File: src/rtl/bsfir_pkg.sv
package bsfir_pkg;

    localparam int unsigned BSF_TAPS     = 4;
    localparam int unsigned BSF_SAMPLE_W = 8;
    localparam int unsigned BSF_COEF_W   = 10;

    typedef enum logic {
        PH_IDLE = 1'b0,
        PH_BITS = 1'b1
    } bsf_phase_e;

endpackage

File: src/rtl/bsfir_delay_line.sv
module bsfir_delay_line #(
    parameter int unsigned TAPS = 4,
    parameter int unsigned W    = 8
) (
    input  logic                      clk,
    input  logic                      rst_n,
    input  logic                      shift_en,
    input  logic [W-1:0]              din,
    output logic [TAPS-1:0][W-1:0]    taps
);

    logic [TAPS-1:0][W-1:0] taps_d;
    logic [TAPS-1:0][W-1:0] taps_q;

    // Stage 0 takes the new sample; every other stage takes its younger neighbour.
    always_comb begin
        taps_d = taps_q;
        if (shift_en) begin
            taps_d[0] = din;
        end
    end

    for (genvar i = 1; i < TAPS; i++) begin : g_stage
        logic [W-1:0] stage_d;
        always_comb begin
            stage_d = shift_en ? taps_q[i-1] : taps_q[i];
        end
        always_ff @(posedge clk or negedge rst_n) begin
            if (!rst_n) taps_q[i] <= '0;
            else        taps_q[i] <= stage_d;
        end
    end

    always_ff @(posedge clk or negedge rst_n) begin
        if (!rst_n) taps_q[0] <= '0;
        else        taps_q[0] <= taps_d[0];
    end

    assign taps = taps_q;

endmodule

File: src/rtl/bsfir_bit_slice.sv
module bsfir_bit_slice #(
    parameter int unsigned TAPS  = 4,
    parameter int unsigned W     = 8,
    parameter int unsigned SEL_W = 3
) (
    input  logic [TAPS-1:0][W-1:0] taps,
    input  logic [SEL_W-1:0]       bit_sel,
    output logic [TAPS-1:0]        index
);

    // Index bit i comes from the sample in delay stage i.
    for (genvar i = 0; i < TAPS; i++) begin : g_pick
        assign index[i] = taps[i][bit_sel];
    end

endmodule

File: src/rtl/bsfir_coef_rom.sv
module bsfir_coef_rom #(
    parameter int unsigned          TAPS   = 4,
    parameter int unsigned          COEF_W = 10,
    parameter logic [TAPS*COEF_W-1:0] COEFS = '0
) (
    input  logic [TAPS-1:0]    index,
    output logic [COEF_W-1:0]  psum
);

    localparam int unsigned ENTRIES = 1 << TAPS;

    function automatic logic [COEF_W-1:0] subset_sum(input int unsigned k);
        logic [COEF_W-1:0] s;
        s = '0;
        for (int unsigned i = 0; i < TAPS; i++) begin
            if (((k >> i) & 1) != 0) begin
                s = s + COEFS[i*COEF_W +: COEF_W];
            end
        end
        return s;
    endfunction

    logic [ENTRIES-1:0][COEF_W-1:0] table_w;

    for (genvar k = 0; k < ENTRIES; k++) begin : g_entry
        assign table_w[k] = subset_sum(k);
    end

    assign psum = table_w[index];

endmodule

File: src/rtl/bitserial_fir.sv
module bitserial_fir #(
    parameter int unsigned TAPS     = bsfir_pkg::BSF_TAPS,
    parameter int unsigned SAMPLE_W = bsfir_pkg::BSF_SAMPLE_W,
    parameter int unsigned COEF_W   = bsfir_pkg::BSF_COEF_W,
    parameter logic [TAPS*COEF_W-1:0] COEFS =
        {10'd268, 10'd200, 10'd300, 10'd255},
    parameter int unsigned Y_W      = SAMPLE_W + COEF_W
) (
    input  logic                clk,
    input  logic                rst_n,
    input  logic                smp_valid,
    input  logic [SAMPLE_W-1:0] smp_data,
    output logic                y_valid,
    output logic [Y_W-1:0]      y_data
);
    import bsfir_pkg::*;

    localparam int unsigned SUM_W = COEF_W + 1;
    localparam int unsigned CNT_W = (SAMPLE_W > 1) ? $clog2(SAMPLE_W) : 1;
    localparam logic [CNT_W-1:0] LAST_BIT = CNT_W'(SAMPLE_W - 1);

    typedef struct packed {
        bsf_phase_e          phase;
        logic [CNT_W-1:0]    cnt;
        logic [COEF_W-1:0]   acc;
        logic [SAMPLE_W-1:0] low;
        logic                y_valid;
        logic [Y_W-1:0]      y;
    } state_t;

    state_t st_d, st_q;

    logic                          accept_w;
    logic                          busy_w;
    logic [TAPS-1:0][SAMPLE_W-1:0] taps_w;
    logic [TAPS-1:0]               index_w;
    logic [COEF_W-1:0]             psum_w;
    logic [SUM_W-1:0]              sum_w;

    assign busy_w   = (st_q.phase == PH_BITS);
    assign accept_w = smp_valid && !busy_w;

    bsfir_delay_line #(
        .TAPS (TAPS),
        .W    (SAMPLE_W)
    ) u_dly (
        .clk      (clk),
        .rst_n    (rst_n),
        .shift_en (accept_w),
        .din      (smp_data),
        .taps     (taps_w)
    );

    bsfir_bit_slice #(
        .TAPS  (TAPS),
        .W     (SAMPLE_W),
        .SEL_W (CNT_W)
    ) u_slice (
        .taps    (taps_w),
        .bit_sel (st_q.cnt),
        .index   (index_w)
    );

    bsfir_coef_rom #(
        .TAPS   (TAPS),
        .COEF_W (COEF_W),
        .COEFS  (COEFS)
    ) u_rom (
        .index (index_w),
        .psum  (psum_w)
    );

    // Adder: running total plus the partial sum for this bit position.
    assign sum_w = {1'b0, st_q.acc} + {1'b0, psum_w};

    always_comb begin
        st_d         = st_q;
        st_d.y_valid = 1'b0;
        unique case (st_q.phase)
            PH_IDLE: begin
                if (smp_valid) begin
                    st_d.phase = PH_BITS;
                    st_d.cnt   = '0;
                    st_d.acc   = '0;
                    st_d.low   = '0;
                end
            end
            PH_BITS: begin
                st_d.acc = sum_w[SUM_W-1:1];
                st_d.low = {sum_w[0], st_q.low[SAMPLE_W-1:1]};
                if (st_q.cnt == LAST_BIT) begin
                    st_d.phase   = PH_IDLE;
                    st_d.y_valid = 1'b1;
                    st_d.y       = {sum_w[SUM_W-1:1], sum_w[0], st_q.low[SAMPLE_W-1:1]};
                end else begin
                    st_d.cnt = st_q.cnt + 1'b1;
                end
            end
            default: st_d.phase = PH_IDLE;
        endcase
    end

    always_ff @(posedge clk or negedge rst_n) begin
        if (!rst_n) begin
            st_q.phase   <= PH_IDLE;
            st_q.cnt     <= '0;
            st_q.acc     <= '0;
            st_q.low     <= '0;
            st_q.y_valid <= 1'b0;
            st_q.y       <= '0;
        end else begin
            st_q <= st_d;
        end
    end

    assign y_valid = st_q.y_valid;
    assign y_data  = st_q.y;

endmodule

File: config.mk
export PLATFORM = sky130hd
export DESIGN_NAME = bitserial_fir
export DESIGN_NICKNAME = d
export VERILOG_FILES = /design/src/rtl/bsfir_pkg.sv /design/src/rtl/bsfir_delay_line.sv /design/src/rtl/bsfir_bit_slice.sv /design/src/rtl/bsfir_coef_rom.sv /design/src/rtl/bitserial_fir.sv
export SDC_FILE = /design/constraint.sdc
export NUM_CORES = 1
export LEC_CHECK = 0
export ABC_AREA = 1
export BUFFER_PORTS_ARGS = -buffer_cell sky130_fd_sc_hd__buf_2
export CAP_MARGIN = 25
export CORE_MARGIN = 2
export CORE_UTILIZATION = 30
export DETAILED_ROUTE_END_ITERATION = 6
export HOLD_SLACK_MARGIN = 0.06
export SLEW_MARGIN = 20
export SYNTH_ARGS = -nofsm -noshare
export SYNTH_HDL_FRONTEND = slang
export SYNTH_SLANG_ARGS = --single-unit
File: constraint.sdc
create_clock -name clk -period 6.6 [get_ports clk]
set_input_delay 0.66 -clock clk [delete_from_list [all_inputs] [get_ports clk]]
set_output_delay 0.66 -clock clk [all_outputs]
set_load 0.02 [all_outputs]
* Word level (Yosys, flattened, before mapping)
Memory sizes are Yosys's and may differ from the RTL's.
Index checks and enable logic that the tools add are counted.
** Word-level totals
- Input port bits :: 11
- Logic and storage cells :: 38
- ROM bits :: 160
- Bits in registers :: 73
- Memories kept :: 1
** Memories
- (no name shown) :: words 16, bits a word 10, read ports 1, clocked after Yosys merged registers in 0, wr ports 0, line bsfir_coef_rom.sv:29 : assign psum = table_w[index];
** Operators by class
- Order comparisons :: 2
- Bitwise operators :: 1
- Reduce and logical (&&, ||, !) cells :: 4
- Eq/ne operators :: 3
- Muxes and demuxes :: 15
- Add/subtract/negate cells :: 2
** Operators by type and width (number)
- $pmux W22 S2 :: 1
- $mux W19 :: 2
- $mux W22 :: 1
- $bmux W1 S3 :: 4
- $add A10 B10 Y11 :: 1
- $mux W10 :: 1
- $lt A4 B5 Y1 const B :: 1
- $mux W1 :: 5
- $lt A3 B4 Y1 const B :: 1
- $ne A2 B2 Y1 const B :: 2
- $reduce_and A2 Y1 :: 2
- $add A3 B1 Y3 const B :: 1
- $eq A3 B3 Y1 const B :: 1
- $mux W3 :: 1
- $logic_and A1 B1 Y1 :: 1
- $logic_not A1 Y1 :: 1
- $not A1 Y1 :: 1

* Depth between registers and ports, before layout
- Depth in word-level cells :: 7
- Depth in mapped cells :: 25

* Hierarchy
Synthesis repeated with hierarchy kept, for this count alone.
** Second synthesis, totals
- Cells, all modules :: 548
- Area total of the unflattened synthesis :: 4181.5 µm²
** Modules (own cells, without submodules)
- bitserial_fir :: sequential area each 1001.0 µm², area an instance 2128.3 µm², instances 1, cells an instance 253
- bsfir_delay_line :: sequential area each 800.8 µm², area an instance 1295.0 µm², instances 1, cells an instance 136
- bsfir_bit_slice :: sequential area each 0.0 µm², area an instance 444.2 µm², instances 1, cells an instance 107
- bsfir_coef_rom :: sequential area each 0.0 µm², area an instance 314.1 µm², instances 1, cells an instance 52

* Least setup slack after synthesis
No wires, ideal clock.
- Path kind :: register -> register
- From :: reg st_q[37] (netlist name)
- To :: reg st_q[31] (netlist name)
- Arrival time :: 2.848 ns
- Data required time :: 6.482 ns
- Library setup time :: 0.118 ns
- Cell stages (with the launch flop) :: 19
- Path buffers :: 2
- Path slack :: 3.634 ns
- Path through :: dfrtp_1 -> buf_6 -> buf_6 -> a21oi_1 -> o21ai_0 -> nand2_1 -> inv_1 -> o21ai_2 -> inv_1 -> ha_1 -> inv_1 -> xor2_1 -> ha_1 -> nand2_1 -> nand3_1 -> a21oi_1 -> or2_2 -> nand3_1 -> nand2_1
** Between the ends
- Cells in the longest elaborated chain, start to end :: 6
- Elaborated cells on any way between the ends :: 12
- Classes of those cells :: 1 x add/sub; 10 x mux; 1 x memory
** Ends and longest elaborated chain
- start: declaration :: line bitserial_fir.sv:31 : state_t st_d, st_q;
- start signal: assignment :: line bitserial_fir.sv:112 : st_q <= st_d;
- $bmux W1 S3 :: line bsfir_bit_slice.sv:13 : assign index[i] = taps[i][bit_sel];
- $mux W1 (implied by the code) :: line bsfir_bit_slice.sv:13
- $mem_v2 Z16 W10 *
- $mux W10 (implied by the code) * :: line bsfir_coef_rom.sv:29
- $add A10 B10 Y11 * :: line bitserial_fir.sv:74 : assign sum_w = {1'b0, st_q.acc} + {1'b0, psum_w};
- $pmux W22 S2 * :: line bitserial_fir.sv:79 : unique case (st_q.phase)
Mark *: on every way between the ends. The rest lies on a longest branch, timed or not. The select of a mux whose other input is x is not followed.
A chain may end at the register's enable or synchronous reset.

* Worst setup path after layout
- From :: reg st_q[37] (netlist name)
- To :: reg st_q (netlist bit y_data[12])
** Between the ends
- Cells in the longest elaborated chain, start to end :: 5
- Elaborated cells on any way between the ends :: 13
- Classes of those cells :: 1 x add/sub; 1 x eq/ne; 9 x mux; 1 x reduce/logical; 1 x memory
** Ends and longest elaborated chain (line)
- $bmux W1 S3 :: bsfir_bit_slice.sv:13
- $mux W1 (implied by the code) :: bsfir_bit_slice.sv:13
- $mem_v2 Z16 W10
- $mux W10 (implied by the code) :: bsfir_coef_rom.sv:29
- $add A10 B10 Y11 :: bitserial_fir.sv:74
Several ways; a longest one is shown, not always the timed one. The select of a mux whose other input is x is not followed.

==> metrics.cfg <==
[die]
die_width_um = 118.7
fp-row-count = 41
io_pins = 30
start_util = 0.3104
dieArea_um2 = 14100
fp.coreArea_um2 = 12720
die_h_um = 118.7

[place]
hpwl_mm = 5.577
port_buffers = 29
globalplace.congestion = 0.9023

[routing]
viasPerCell = 4.470
drc = 0
first_pass_iters = 4
wl_per_cell_um = 11.63
vias = 3035
first_iter_violations = 168
routed_wl_mm = 7.894
drtAntennaViolNets = 0

[synthesis]
synthCells = 494
synth_area_per_cell_um2 = 7.993
ys_types = 30
ys_warn_count = 0
synth_top_area_frac = 0.4563
synth_most_common_cell = nand2_1
ys_ff_latch = 72
synth_top_area_cell = dfrtp_1
syn_area_um2 = 3949
ys_top_cells_by_area = dfrtp_1 (46%), nand2_1 (14%), ha_1 (6.7%), o21ai_0 (5.7%), inv_1 (5.5%)
synthTopCellsByCount = nand2_1 (149), dfrtp_1 (72), inv_1 (58), o21ai_0 (45), nand3_1 (41)
async_reset_ff_frac = 1.000
syn_nets = 527
synth-edff-count = 0
yosys_most_used_dff = dfrtp_1
yosysSeqAreaShare = 0.4563

[layout]
fillerInstances = 1374
finalNetCount = 535
areaGrowthSynthToFinish_pct = 11.25
antenna_cells = 0
drive_gt1_frac = 0.1282

[sta]
fin_skew_ps = 5.036
fmax_mhz = 282.6
finalCritPeriodShare = 0.5361
setup_tns_ps = 0
slew_headroom = 0.3588
final-hold-violation-count = 0
worst_slew_pin_slew_ps = 959.5
period_minus_slack_ps = 3538
rsz0062_at_grt = no
setup_violations = 0
slew_viol_final = 0

[global_routing]
grt_pass1_wl_mm = 14.32
grt_max_degree = 73
grt_usage = 0.1241
grt-ovfl-total = 0
antenna_found_initial = 0
first_global_vias = 3060

[run]
drv_cap = 0

[clock_network]
cts-buffers-inserted = 9
clockBufferDepth = 2
cts_hold_buf = 0
htreeDepth = 3
ctsResizeCount = 0
cts_sinks = 72
postCtsSetupBuffers = 0
cts_tree = done
clk_latency_ps = 330
path_clk_slew_ps = 50
cts_root_buffer = clkbuf_16

[worst_setup_path]
worstPathRequired_ps = 6810
cp_max_fo = 18
cp-start-kind = register
crit_arrival_ps = 3750
critPathTopFamily = simple AND/OR/NAND/NOR gates
crit_buf_inv = 4
cp_cell_sequence = inv_6 -> a21oi_1 -> o21ai_0 -> nand2_1 -> inv_1 -> o21ai_2 -> inv_1 -> ha_1 -> inv_1 -> xor2_1 -> ha_1 -> nand3_1 -> nand3_1 -> a21oi_1 -> or2_2 -> nand3_1 -> nand2_1
cp_slowest_stage_delay_ps = 720
setup.worst_path.end_class = register
critPathSlowestCell = dfrtp_1
path_class = reg -> reg

[outcome]
status = finished clean

[worst_hold_path]
hold_path_class = reg -> reg

metal layers:
metal | GRT usage | vias up | wire length [µm]
li1 | - | 1573 | -
met1 | 0.1644 | 1402 | 3847
met2 | 0.1990 | 54 | 3630
met3 | 0.03282 | 6 | 342
met4 | 0.03571 | 0 | 74
met5 | 0 | - | 0
flip-flops by register name, summed over array words and instances (netlist names):
name,flops
y_valid,1
st_q,20
u_dly.taps,32
busy_w,1
y_data,18
cells in the final DEF, fill, tap and decap left out, drive strengths merged, types with 3 or more instances in the layout:
master,count
a21oi,20
buf,31
clkbuf,11
clkinv,3
dfrtp,72
ha,21
inv,62
nand2,157
nand3,45
nor2,14
o21ai,49
o22ai,8
layout make-up:
cell class	instances	area [µm²]	share of cell area
Clock buffer	11	242.7	0.05525
Clock inverter	5	56.30	0.01282
Inverter	62	240.2	0.05469
Multi-Input combinational cell	326	1677	0.3817
Sequential cell	72	1802	0.4101
Tap cell	172	215.2	0.04899
Timing Repair Buffer	31	160.2	0.03646
logic make-up (layout without fill, tap and decap cells):
family,Yosys count,after routing,synth area share
and+or+nand+nor,221,221,0.2395
buffers and inverters,96,109,0.1191
AOI/OAI and AO/OA,80,80,0.1068
DFF,72,72,0.4563
adders and majority gates,22,22,0.07161
xor gates and xnor gates,3,3,0.006655
metrics by stage:
step	area [µm²]	hold slack, ps	std cells	setup slack, ps	util
after floorplan	3949	364.4	494	3634	-
after global placement	4094	460.1	663	3216	0.3218
after detailed placement	4094	465.5	663	3079	0.3218
after CTS	4393	480.6	679	3043	0.3453
after global routing	4393	502.6	679	2664	0.3453
final	4393	474.9	679	3062	0.3453
worst reg2reg max path: cells and delay by family (launching register included):
family | cells | cell delay (ps)
DFF | 1 | 720
xor gates and xnor gates | 1 | 160
adders and majority gates | 2 | 700
and+or+nand+nor | 6 | 760
AOI/OAI and AO/OA | 4 | 640
buffers and inverters | 4 | 460
worst paths after layout:
kind                       depth (start not counted)  startpoint  slack [ps]       endpoint
setup / recovery                                  17    st_q[37]        3060     y_data[12]
hold / removal                                     2  y_data[13]         470     y_data[13]
setup reg to reg                                  17    st_q[37]        3060     y_data[12]
hold reg to reg                                    2  y_data[13]         470     y_data[13]
max in group asynchronous                          2       rst_n        5450       st_q[38]
min in group asynchronous                          2       rst_n         530  u_dly.taps[1]
Power is left out: the tool's default activity adds up to more than one toggle a clock period on the data nets, which glitch-free logic cannot reach.
